`config.mk`:
```
export PLATFORM = sky130hd
export DESIGN_NAME = rtc_latched_core
export DESIGN_NICKNAME = d
export VERILOG_FILES = /design/src/rtl/rtc_pkg.sv /design/src/rtl/rtc_calendar_next.sv /design/src/rtl/rtc_time_counters.sv /design/src/rtl/rtc_host_regs.sv /design/src/rtl/rtc_latched_core.sv
export SDC_FILE = /design/constraint.sdc
export NUM_CORES = 1
export LEC_CHECK = 0
export CORE_MARGIN = 4
export CORE_UTILIZATION = 65
export DETAILED_ROUTE_END_ITERATION = 10
export GPL_TIMING_DRIVEN = 0
export PLACE_DENSITY = 0.91
export RECOVER_POWER = 25
export SETUP_SLACK_MARGIN = 0.15
export SLEW_MARGIN = 0
export SYNTH_ARGS = -nofsm -noshare
export SYNTH_HDL_FRONTEND = slang
export SYNTH_SLANG_ARGS = --single-unit
```
`constraint.sdc`:
```
create_clock -name clk -period 5.6 [get_ports clk]
set_input_delay 1.12 -clock clk [delete_from_list [all_inputs] [get_ports clk]]
set_output_delay 1.12 -clock clk [all_outputs]
set_load 0.05 [all_outputs]
```
`src/rtl/rtc_pkg.sv`:
```
package rtc_pkg;
  localparam int BYTE_W  = 8;
  localparam int ADDR_W  = 3;
  localparam int HALT_BIT   = 7;
  localparam int FREEZE_BIT = 6;
  localparam logic [ADDR_W-1:0] A_SEC   = 3'd0;
  localparam logic [ADDR_W-1:0] A_MIN   = 3'd1;
  localparam logic [ADDR_W-1:0] A_HOUR  = 3'd2;
  localparam logic [ADDR_W-1:0] A_DOW   = 3'd3;
  localparam logic [ADDR_W-1:0] A_DATE  = 3'd4;
  localparam logic [ADDR_W-1:0] A_MONTH = 3'd5;
  localparam logic [ADDR_W-1:0] A_YEAR  = 3'd6;
  localparam logic [ADDR_W-1:0] A_CTRL  = 3'd7;

  typedef struct packed {
    logic [BYTE_W-1:0] year;
    logic [BYTE_W-1:0] month;
    logic [BYTE_W-1:0] date;
    logic [BYTE_W-1:0] dow;
    logic [BYTE_W-1:0] hour;
    logic [BYTE_W-1:0] min;
    logic [BYTE_W-1:0] sec;
  } rtc_time_t;

  localparam rtc_time_t TIME_AT_RESET = '{year: 8'h00, month: 8'h01, date: 8'h01,
                                         dow: 8'h01, hour: 8'h00, min: 8'h00, sec: 8'h00};

  function automatic logic [BYTE_W-1:0] bcd_inc(input logic [BYTE_W-1:0] v);
    if (v[3:0] == 4'd9) bcd_inc = {v[7:4] + 4'd1, 4'd0};
    else                bcd_inc = v + 8'd1;
  endfunction

  function automatic logic leap_year(input logic [BYTE_W-1:0] yr);
    logic [4:0] s;
    s = {yr[7:4], 1'b0} + {1'b0, yr[3:0]};
    leap_year = (s[1:0] == 2'd0);
  endfunction

  function automatic logic [BYTE_W-1:0] last_day(input logic [BYTE_W-1:0] mon,
                                                 input logic [BYTE_W-1:0] yr);
    case (mon)
      8'h02:                      last_day = leap_year(yr) ? 8'h29 : 8'h28;
      8'h04, 8'h06, 8'h09, 8'h11: last_day = 8'h30;
      default:                    last_day = 8'h31;
    endcase
  endfunction
endpackage

```
`src/rtl/rtc_calendar_next.sv`:
```
module rtc_calendar_next
  import rtc_pkg::*;
(
  input  rtc_time_t cur,
  output rtc_time_t nxt
);
  logic c_min, c_hour, c_day, c_mon, c_year;

  always_comb begin
    c_min  = (cur.sec  == 8'h59);
    c_hour = c_min  && (cur.min  == 8'h59);
    c_day  = c_hour && (cur.hour == 8'h23);
    c_mon  = c_day  && (cur.date == last_day(cur.month, cur.year));
    c_year = c_mon  && (cur.month == 8'h12);

    nxt.sec   = c_min  ? 8'h00 : bcd_inc(cur.sec);
    nxt.min   = c_min  ? (c_hour ? 8'h00 : bcd_inc(cur.min))  : cur.min;
    nxt.hour  = c_hour ? (c_day  ? 8'h00 : bcd_inc(cur.hour)) : cur.hour;
    nxt.dow   = c_day  ? ((cur.dow == 8'h07) ? 8'h01 : cur.dow + 8'd1) : cur.dow;
    nxt.date  = c_day  ? (c_mon  ? 8'h01 : bcd_inc(cur.date)) : cur.date;
    nxt.month = c_mon  ? (c_year ? 8'h01 : bcd_inc(cur.month)) : cur.month;
    nxt.year  = c_year ? ((cur.year == 8'h99) ? 8'h00 : bcd_inc(cur.year)) : cur.year;
  end
endmodule

```
`src/rtl/rtc_time_counters.sv`:
```
module rtc_time_counters
  import rtc_pkg::*;
(
  input  logic      clk,
  input  logic      rst_n,
  input  logic      tick,
  input  logic      load,
  input  rtc_time_t load_val,
  input  rtc_time_t cnt_nxt,
  output rtc_time_t cnt_q
);
  rtc_time_t cnt_d;
  logic      cnt_en;

  always_comb begin
    cnt_en = load || tick;
    cnt_d  = load ? load_val : cnt_nxt;
  end

  always_ff @(posedge clk or negedge rst_n) begin
    if (!rst_n)      cnt_q <= TIME_AT_RESET;
    else if (cnt_en) cnt_q <= cnt_d;
  end

  // counters move only on a tick or a load
  assert_idle_hold_R2: assert property (@(posedge clk) disable iff (!rst_n)
    (!tick && !load) |=> $stable(cnt_q));
  // a load places the staged time exactly, absorbing a coincident tick
  assert_load_exact_R10: assert property (@(posedge clk) disable iff (!rst_n)
    load |=> (cnt_q == $past(load_val)));
  // seconds and hours stay within their BCD ranges
  assert_field_range_R3: assert property (@(posedge clk) disable iff (!rst_n)
    (cnt_q.sec <= 8'h59) && (cnt_q.hour <= 8'h23));
  // day of week stays within 1..7
  assert_dow_range_R4: assert property (@(posedge clk) disable iff (!rst_n)
    (cnt_q.dow >= 8'h01) && (cnt_q.dow <= 8'h07));
endmodule

```
`src/rtl/rtc_host_regs.sv`:
```
module rtc_host_regs
  import rtc_pkg::*;
(
  input  logic              clk,
  input  logic              rst_n,
  input  logic              tick,
  input  logic [ADDR_W-1:0] addr,
  input  logic              wr_en,
  input  logic [BYTE_W-1:0] wr_data,
  input  rtc_time_t         cnt_nxt,
  output logic [BYTE_W-1:0] rd_data,
  output logic              load,
  output rtc_time_t         hold_q
);
  rtc_time_t hold_d;
  logic      hold_en;
  logic      halt_q, freeze_q;
  logic      ctrl_wr, time_wr, copy;

  always_comb begin
    ctrl_wr = wr_en && (addr == A_CTRL);
    time_wr = wr_en && (addr != A_CTRL) && halt_q;
    copy    = tick && !freeze_q && !halt_q;
    load    = ctrl_wr && halt_q && !wr_data[HALT_BIT];
    hold_en = copy || time_wr;
    hold_d  = copy ? cnt_nxt : hold_q;
    if (time_wr) begin
      case (addr)
        A_SEC:   hold_d.sec   = wr_data;
        A_MIN:   hold_d.min   = wr_data;
        A_HOUR:  hold_d.hour  = wr_data;
        A_DOW:   hold_d.dow   = wr_data;
        A_DATE:  hold_d.date  = wr_data;
        A_MONTH: hold_d.month = wr_data;
        default: hold_d.year  = wr_data;
      endcase
    end
  end

  always_ff @(posedge clk or negedge rst_n) begin
    if (!rst_n)       hold_q <= TIME_AT_RESET;
    else if (hold_en) hold_q <= hold_d;
  end

  always_ff @(posedge clk or negedge rst_n) begin
    if (!rst_n) begin
      halt_q   <= 1'b0;
      freeze_q <= 1'b0;
    end else if (ctrl_wr) begin
      halt_q   <= wr_data[HALT_BIT];
      freeze_q <= wr_data[FREEZE_BIT];
    end
  end

  always_comb begin
    case (addr)
      A_SEC:   rd_data = hold_q.sec;
      A_MIN:   rd_data = hold_q.min;
      A_HOUR:  rd_data = hold_q.hour;
      A_DOW:   rd_data = hold_q.dow;
      A_DATE:  rd_data = hold_q.date;
      A_MONTH: rd_data = hold_q.month;
      A_YEAR:  rd_data = hold_q.year;
      default: rd_data = {halt_q, freeze_q, 6'b0};
    endcase
  end

  // frozen bank holds still
  assert_freeze_still_R6: assert property (@(posedge clk) disable iff (!rst_n)
    (freeze_q && !halt_q) |=> $stable(hold_q));
  // with halt clear, only a tick can change the bank
  assert_write_ignored_R8: assert property (@(posedge clk) disable iff (!rst_n)
    (!halt_q && !tick) |=> $stable(hold_q));
  // with halt set, only host time writes change the bank
  assert_halt_no_copy_R11: assert property (@(posedge clk) disable iff (!rst_n)
    (halt_q && !(wr_en && addr != A_CTRL)) |=> $stable(hold_q));
  // reserved control bits read zero
  assert_ctrl_reserved_R12: assert property (@(posedge clk) disable iff (!rst_n)
    (addr == A_CTRL) |-> (rd_data[5:0] == 6'b0));
endmodule

```
`src/rtl/rtc_latched_core.sv`:
```
module rtc_latched_core
  import rtc_pkg::*;
#(
  parameter int SYNC_STAGES = 2
) (
  input  logic              clk,
  input  logic              rst_n,
  input  logic              tick_1hz,
  input  logic [ADDR_W-1:0] reg_addr,
  input  logic              reg_wr_en,
  input  logic [BYTE_W-1:0] reg_wr_data,
  output logic [BYTE_W-1:0] reg_rd_data
);
  localparam int SYNC_W = (SYNC_STAGES < 2) ? 2 : SYNC_STAGES;

  logic [SYNC_W-1:0] rst_sync_q;
  logic              rst_core_n;
  rtc_time_t         cnt_q, cnt_nxt, hold_q;
  logic              load;

  always_ff @(posedge clk or negedge rst_n) begin
    if (!rst_n) rst_sync_q <= '0;
    else        rst_sync_q <= {rst_sync_q[SYNC_W-2:0], 1'b1};
  end
  assign rst_core_n = rst_sync_q[SYNC_W-1];

  rtc_calendar_next u_next (
    .cur (cnt_q),
    .nxt (cnt_nxt)
  );

  rtc_time_counters u_cnt (
    .clk      (clk),
    .rst_n    (rst_core_n),
    .tick     (tick_1hz),
    .load     (load),
    .load_val (hold_q),
    .cnt_nxt  (cnt_nxt),
    .cnt_q    (cnt_q)
  );

  rtc_host_regs u_regs (
    .clk     (clk),
    .rst_n   (rst_core_n),
    .tick    (tick_1hz),
    .addr    (reg_addr),
    .wr_en   (reg_wr_en),
    .wr_data (reg_wr_data),
    .cnt_nxt (cnt_nxt),
    .rd_data (reg_rd_data),
    .load    (load),
    .hold_q  (hold_q)
  );

  // counters keep running whatever the control bits say
  assert_runs_frozen_R6: assert property (@(posedge clk) disable iff (!rst_core_n)
    (tick_1hz && !load) |=> !$stable(cnt_q.sec));
endmodule

```
## Word level (Yosys, flattened, before mapping)

Cells that the tools add are included.

| operators by class | value |
|---|---|
| $add $sub $neg | 14 |
| equal/unequal tests | 26 |
| muxes and demuxes | 32 |
| reduce and logical (&&, ||, !) cells | 20 |

Operators with widths:

| kind | count |
|---|---|
| $mux 8 | 26 |
| $mux 56 | 3 |
| $add 8x1->8 const B | 7 |
| $pmux 8 s7 | 1 |
| $add 4x1->4 const B | 6 |
| $eq 4x4->1 const B | 6 |
| $eq 8x3->1 const B | 3 |
| $eq 8x5->1 const B | 2 |
| $eq 8x7->1 const B | 2 |
| $pmux 8 s2 | 1 |
| $eq 3x3->1 const B | 4 |
| $logic_and 1x1->1 | 11 |
| $eq 8x2->1 const B | 1 |
| $eq 8x4->1 const B | 1 |
| $eq 8x6->1 const B | 1 |
| $eq 8x8->1 | 1 |
| $eq 8x8->1 const B | 1 |
| $eq 3x2->1 const B | 2 |
| $reduce_or 6->1 | 1 |
| $reduce_or 4->1 | 1 |
| $eq 3x1->1 const B | 1 |
| $logic_not 1->1 | 3 |
| $logic_not 3->1 | 1 |
| $ne 3x3->1 const B | 1 |
| 4 further kinds | 5 |

| storage, ports and cells | value |
|---|---|
| register bits after elaboration | 116 |
| bits of input ports | 15 |

## Depth between registers and ports, before layout

| logic depth | value |
|---|---|
| word-level depth | 12 |
| depth in mapped cells | 11 |
| depth with buffers taken out | 8 |

## Hierarchy

A second synthesis with hierarchy kept.

| second synthesis, totals | value |
|---|---|
| cells, all modules | 898 |
| area, all modules | 7,734.9 sq um |

Modules (own cells, without submodules):

| module | times used | cells each | area each (sq um) |
|---|---|---|---|
| rtc_host_regs | 1 | 340 | 3,016.6 |
| rtc_time_counters | 1 | 242 | 2,611.3 |
| rtc_calendar_next | 1 | 313 | 2,053.2 |
| rtc_latched_core | 1 | 3 | 53.8 |

## Worst setup path after synthesis

No wires, ideal clock.

| timing path | value |
|---|---|
| path type | input to output |
| start | input port reg_addr[1] |
| end | output port reg_rd_data[2] |
| data arrival time | 3.192 ns |
| data required time | 4.480 ns |
| slack | 1.288 ns |
| stages on the path | 5 |
| cell sequence | clkbuf_1 clkbuf_1 nor2b_1 a21oi_1 o21ai_0 |

| between the ends | value |
|---|---|
| cells in the longest elaborated chain, start to end | 2 |
| elaborated cells between the ends (all ways) | 8 |
| classes of those cells | eq/ne (6); mux (1); reduce/logical (1) |

Ends and longest elaborated chain:

| element | RTL line | RTL |
|---|---|---|
| start: declaration | rtc_latched_core.sv:9 | `input logic [ADDR_W-1:0] reg_addr,` |
| $eq 3x3->1, or another cell as far along | rtc_host_regs.sv:56 | `case (addr)` |
| $pmux 8 s7 (*) | rtc_host_regs.sv:56 |  |
| end: declaration | rtc_latched_core.sv:12 | `output logic [BYTE_W-1:0] reg_rd_data` |

Every way passes the cells marked *; elsewhere a longest branch is shown, timed or not.

## Worst setup path after layout

| timing path | value |
|---|---|
| start | input port reg_addr[2] |
| end | output port reg_rd_data[5] |

Same word-level chain as after synthesis.

==> Implementation_results.wiki <==
{| class="wikitable"
! Metric !! Value
|-
| Detailed router's first-iteration violation count || 1,328
|-
| Number of warning messages in the yosys log || 0
|-
| Buffers on Ports || 17
|-
| Clock root buffer || sky130_fd_sc_hd__clkbuf_16
|-
| Layout Nets || ~1,000
|-
| Endpoint kind of the worst setup timing path || output pin
|-
| Cell count after placement || 1,089
|-
| Distinct cell type count of the synthesized netlist || 82
|-
| Clock latency on the worst-skew pair || 0.44 ns
|-
| Die area || 13,950 µm²
|-
| Hold/Removal Path Class || reg -> reg
|-
| Maximum number of pins on one net before global-route repair || 68
|-
| Total Wirelength || roughly 28,000 µm
|-
| Routed len/inst || 25.11 µm
|-
| Final GP Congestion || 1.089
|-
| Count of instances resized after the clock tree is built || 0
|-
| Most common library cell in the layout ignoring fill and taps || sky130_fd_sc_hd__dfrtp_1
|-
| Cell row count || 39
|-
| Type of the worst setup path || in -> out
|-
| Overall power || 3775 µW
|-
| Tightest hold margin || 0.3562 ns
|-
| Flop pwr share || 0.402
|-
| Clock buffer depth || 2
|-
| Critical path data arrival time || 4.10 ns
|-
| Final hold viol count || 0
|-
| Total overflow reported by the global router || 0
|-
| # IOs || 23
|-
| Clock slew at reported path FFs || around 0.060 ns
|-
| Global router's overall resource usage || 0.4034
|-
| Residual DRC || 0
|-
| Antenna cells || 0
|-
| Largest driver fanout on the critical path || 10
|-
| Post-Place Worst Slack || 0.3269 ns
|-
| Post-synth EDFFs || 0
|-
| Sequential fraction of the synthesis area || 0.3692
|-
| TritonCTS clock tree || yes
|-
| Number of antenna violations at the first check in global routing || 0
|-
| Sort of element at the start of the critical path || input pin
|-
| Leakage power || between 0.003 and 0.004 µW
|-
| PD cells || 428.4 nW/µm²
|-
| Final critical-path share of the clock period || 0.9326
|-
| Setup Viol. Count Final || 0
|-
| Area added between synthesis and finish || 11.78%
|-
| Gate count after technology mapping || 928
|-
| Switching power || around 1500 µW
|-
| Post-synth net total || 966
|-
| Fraction of synthesis flops using an asynchronous set or reset pin || 1.000
|-
| Most used flip-flop cell after synthesis || sky130_fd_sc_hd__dfrtp_1
|-
| DR pass1 iterations || 6
|-
| Sinks on the clock net || 116
|-
| VDD IR-drop max || about 0.00028 V
|-
| Detail Route Antenna Nets || 0
|-
| Number of buffers added to fix hold violations after cts || 0
|-
| Max transition margin || -0.3561
|-
| Combinational fraction of design power || 0.324
|-
| Yosys reg bits || 116
|-
| Sum of negative setup slack || 0 ns
|-
| TritonCTS Buffers || 17
|-
| Clk network pwr share || 0.274
|-
| Violations in the final reports || capacitance limit, slew limit
|-
| Final HPWL DP || 19,270 µm
|-
| Switching Share || 0.4002
|-
| Mapped cell area || 7883 µm²
|-
| Cell internal pwr || between 2000 and 2500 µW
|-
| Post-CTS repair timing setup buffer count || 0
|-
| Most used cells in the layout excluding fill and tap cells || sky130_fd_sc_hd__dfrtp_1 (110), sky130_fd_sc_hd__nand2_1 (100), sky130_fd_sc_hd__a21oi_1 (80)
|-
| Average size of a mapped cell || 8.494 µm²
|-
| Crit path time final || 5.222 ns
|-
| Effective utilization at floorplan || 0.6759
|-
| Worst setup margin || approximately 0.38 ns
|-
| Clock Skew || 0.009164 ns
|-
| Non-filler instance count after layout || 1,121
|-
| Slew of the pin with the lowest slew margin || 2.034 ns
|-
| Floorplan core area || 11,660 µm²
|-
| Max Clock Freq || 0.1915 GHz
|-
| Crit path required time || 4.48 ns
|-
| Vias after detailed routing || 8,158
|-
| # H-tree levels || 4
|-
| Die Y-Extent || ~120 µm
|-
| Reported max-cap violation count || 1
|-
| Wire length of the first global-routing pass || 43,640 µm
|-
| Number of pins exceeding their max-slew limit in the final report || 48
|-
| Flop2flop setup slack || 2.43 ns
|-
| Fraction of final layout cells with drive strength greater than 1 || 0.09202
|-
| Result of the run || finished, violations left
|-
| Die W || roughly 120 µm
|-
| Setup repair after global routing missed its margin || no
|-
| Via density per instance || 7.277
|-
| Number of global-route vias before repair || 7,903
|}
## flip-flops by register name (all words and copies together), names as in the netlist
signal,flops
u_regs.hold_q,56
u_regs.halt_q,1
u_regs.freeze_q,1
u_cnt.cnt_q,56
rst_sync_q,2
## critical path: stages
cell                              delay, ns
sky130_fd_sc_hd__clkdlybuf4s50_1       0.53
sky130_fd_sc_hd__clkbuf_1              0.41
sky130_fd_sc_hd__clkbuf_2              0.34
sky130_fd_sc_hd__clkbuf_1              0.38
sky130_fd_sc_hd__nor2_1                0.08
sky130_fd_sc_hd__a221oi_1              0.32
sky130_fd_sc_hd__o22ai_1               0.18
sky130_fd_sc_hd__clkdlybuf4s50_1       0.73
## path summary, 6_finish.rpt
path                                       from               to  cells after the start
worst min-delay path              rst_sync_q[0]    rst_sync_q[1]                      0
min in group asynchronous         rst_sync_q[1]  u_cnt.cnt_q[22]                      0
max in group asynchronous         rst_sync_q[1]  u_cnt.cnt_q[42]                      0
worst max-delay path                reg_addr[2]   reg_rd_data[5]                      8
worst min register to register    rst_sync_q[0]    rst_sync_q[1]                      0
worst max register to register  u_cnt.cnt_q[16]  u_cnt.cnt_q[41]                      7
## through the flow
stage / instance area, µm² / utilization
2_1_floorplan: 7883 / -
3_3_place_gp: 8232 / 0.7058
3_5_place_dp: 8263 / 0.7085
4_1_cts: 8813 / 0.7557
5_1_grt: 8811 / 0.7555
6_report: 8811 / 0.7555
## power groups by stage
stage	Clock, µW	Combinational (µW)	Sequential (µW)
after floorplan	0	907	1350
after global placement	0	1120	1500
after detailed placement	0	1170	1500
after CTS	1030	1190	1490
after global routing	1070	1340	1540
final	1040	1220	1520
## routing by layer
| metal | vias to the layer above | wire (µm) | global-route usage |
|---|---|---|---|
| met4 | 0 | 2058 | 0.2681 |
| met1 | 3823 | 10280 | 0.5171 |
| met5 | - | 0 | 0 |
| met2 | 645 | 12170 | 0.5852 |
| li1 | 3523 | - | - |
| met3 | 167 | 3634 | 0.1278 |
## logic make-up after synthesis
group	Yosys count	share of synthesized area
AOI/OAI and AO/OA	297	0.2397
xor gates and xnor gates	31	0.03444
adders and majority gates	23	0.03651
buffers and inverters	85	0.04460
DFF	116	0.3692
muxes	33	0.04809
other	1	0.0004757
and+or+nand+nor	342	0.2270
## synth_stat cells, types with 13 or more instances
library cell,number,share of area
sky130_fd_sc_hd__dfrtp_1,110,0.35
sky130_fd_sc_hd__nand3_1,36,0.023
sky130_fd_sc_hd__a21oi_1,80,0.051
sky130_fd_sc_hd__nor2_1,74,0.035
sky130_fd_sc_hd__ha_1,23,0.037
sky130_fd_sc_hd__nor3_1,22,0.014
sky130_fd_sc_hd__a21o_1,13,0.012
sky130_fd_sc_hd__mux2i_1,21,0.027
sky130_fd_sc_hd__o22ai_1,40,0.032
sky130_fd_sc_hd__buf_2,14,0.0089
sky130_fd_sc_hd__a211oi_1,14,0.013
sky130_fd_sc_hd__a31oi_1,20,0.016
sky130_fd_sc_hd__nand4_1,14,0.011
sky130_fd_sc_hd__xor2_1,20,0.022
sky130_fd_sc_hd__clkbuf_1,41,0.020
sky130_fd_sc_hd__inv_1,20,0.0095
sky130_fd_sc_hd__o21ai_0,65,0.041
sky130_fd_sc_hd__nand2_1,100,0.048
## cell type report
| class | count | area (µm²) |
|---|---|---|
| buffer | 65 | 277.8 |
| multi-input combinational | 727 | 4621 |
| tap | 143 | 178.9 |
| timing repair buffer | 18 | 197.7 |
| fill | 850 | 2851 |
| clock buffer | 23 | 467.9 |
| sequential | 116 | 2910 |
| clock inverter | 9 | 82.58 |
| inverter | 20 | 75.07 |
No activity file was read; power rests on OpenSTA's default activity.
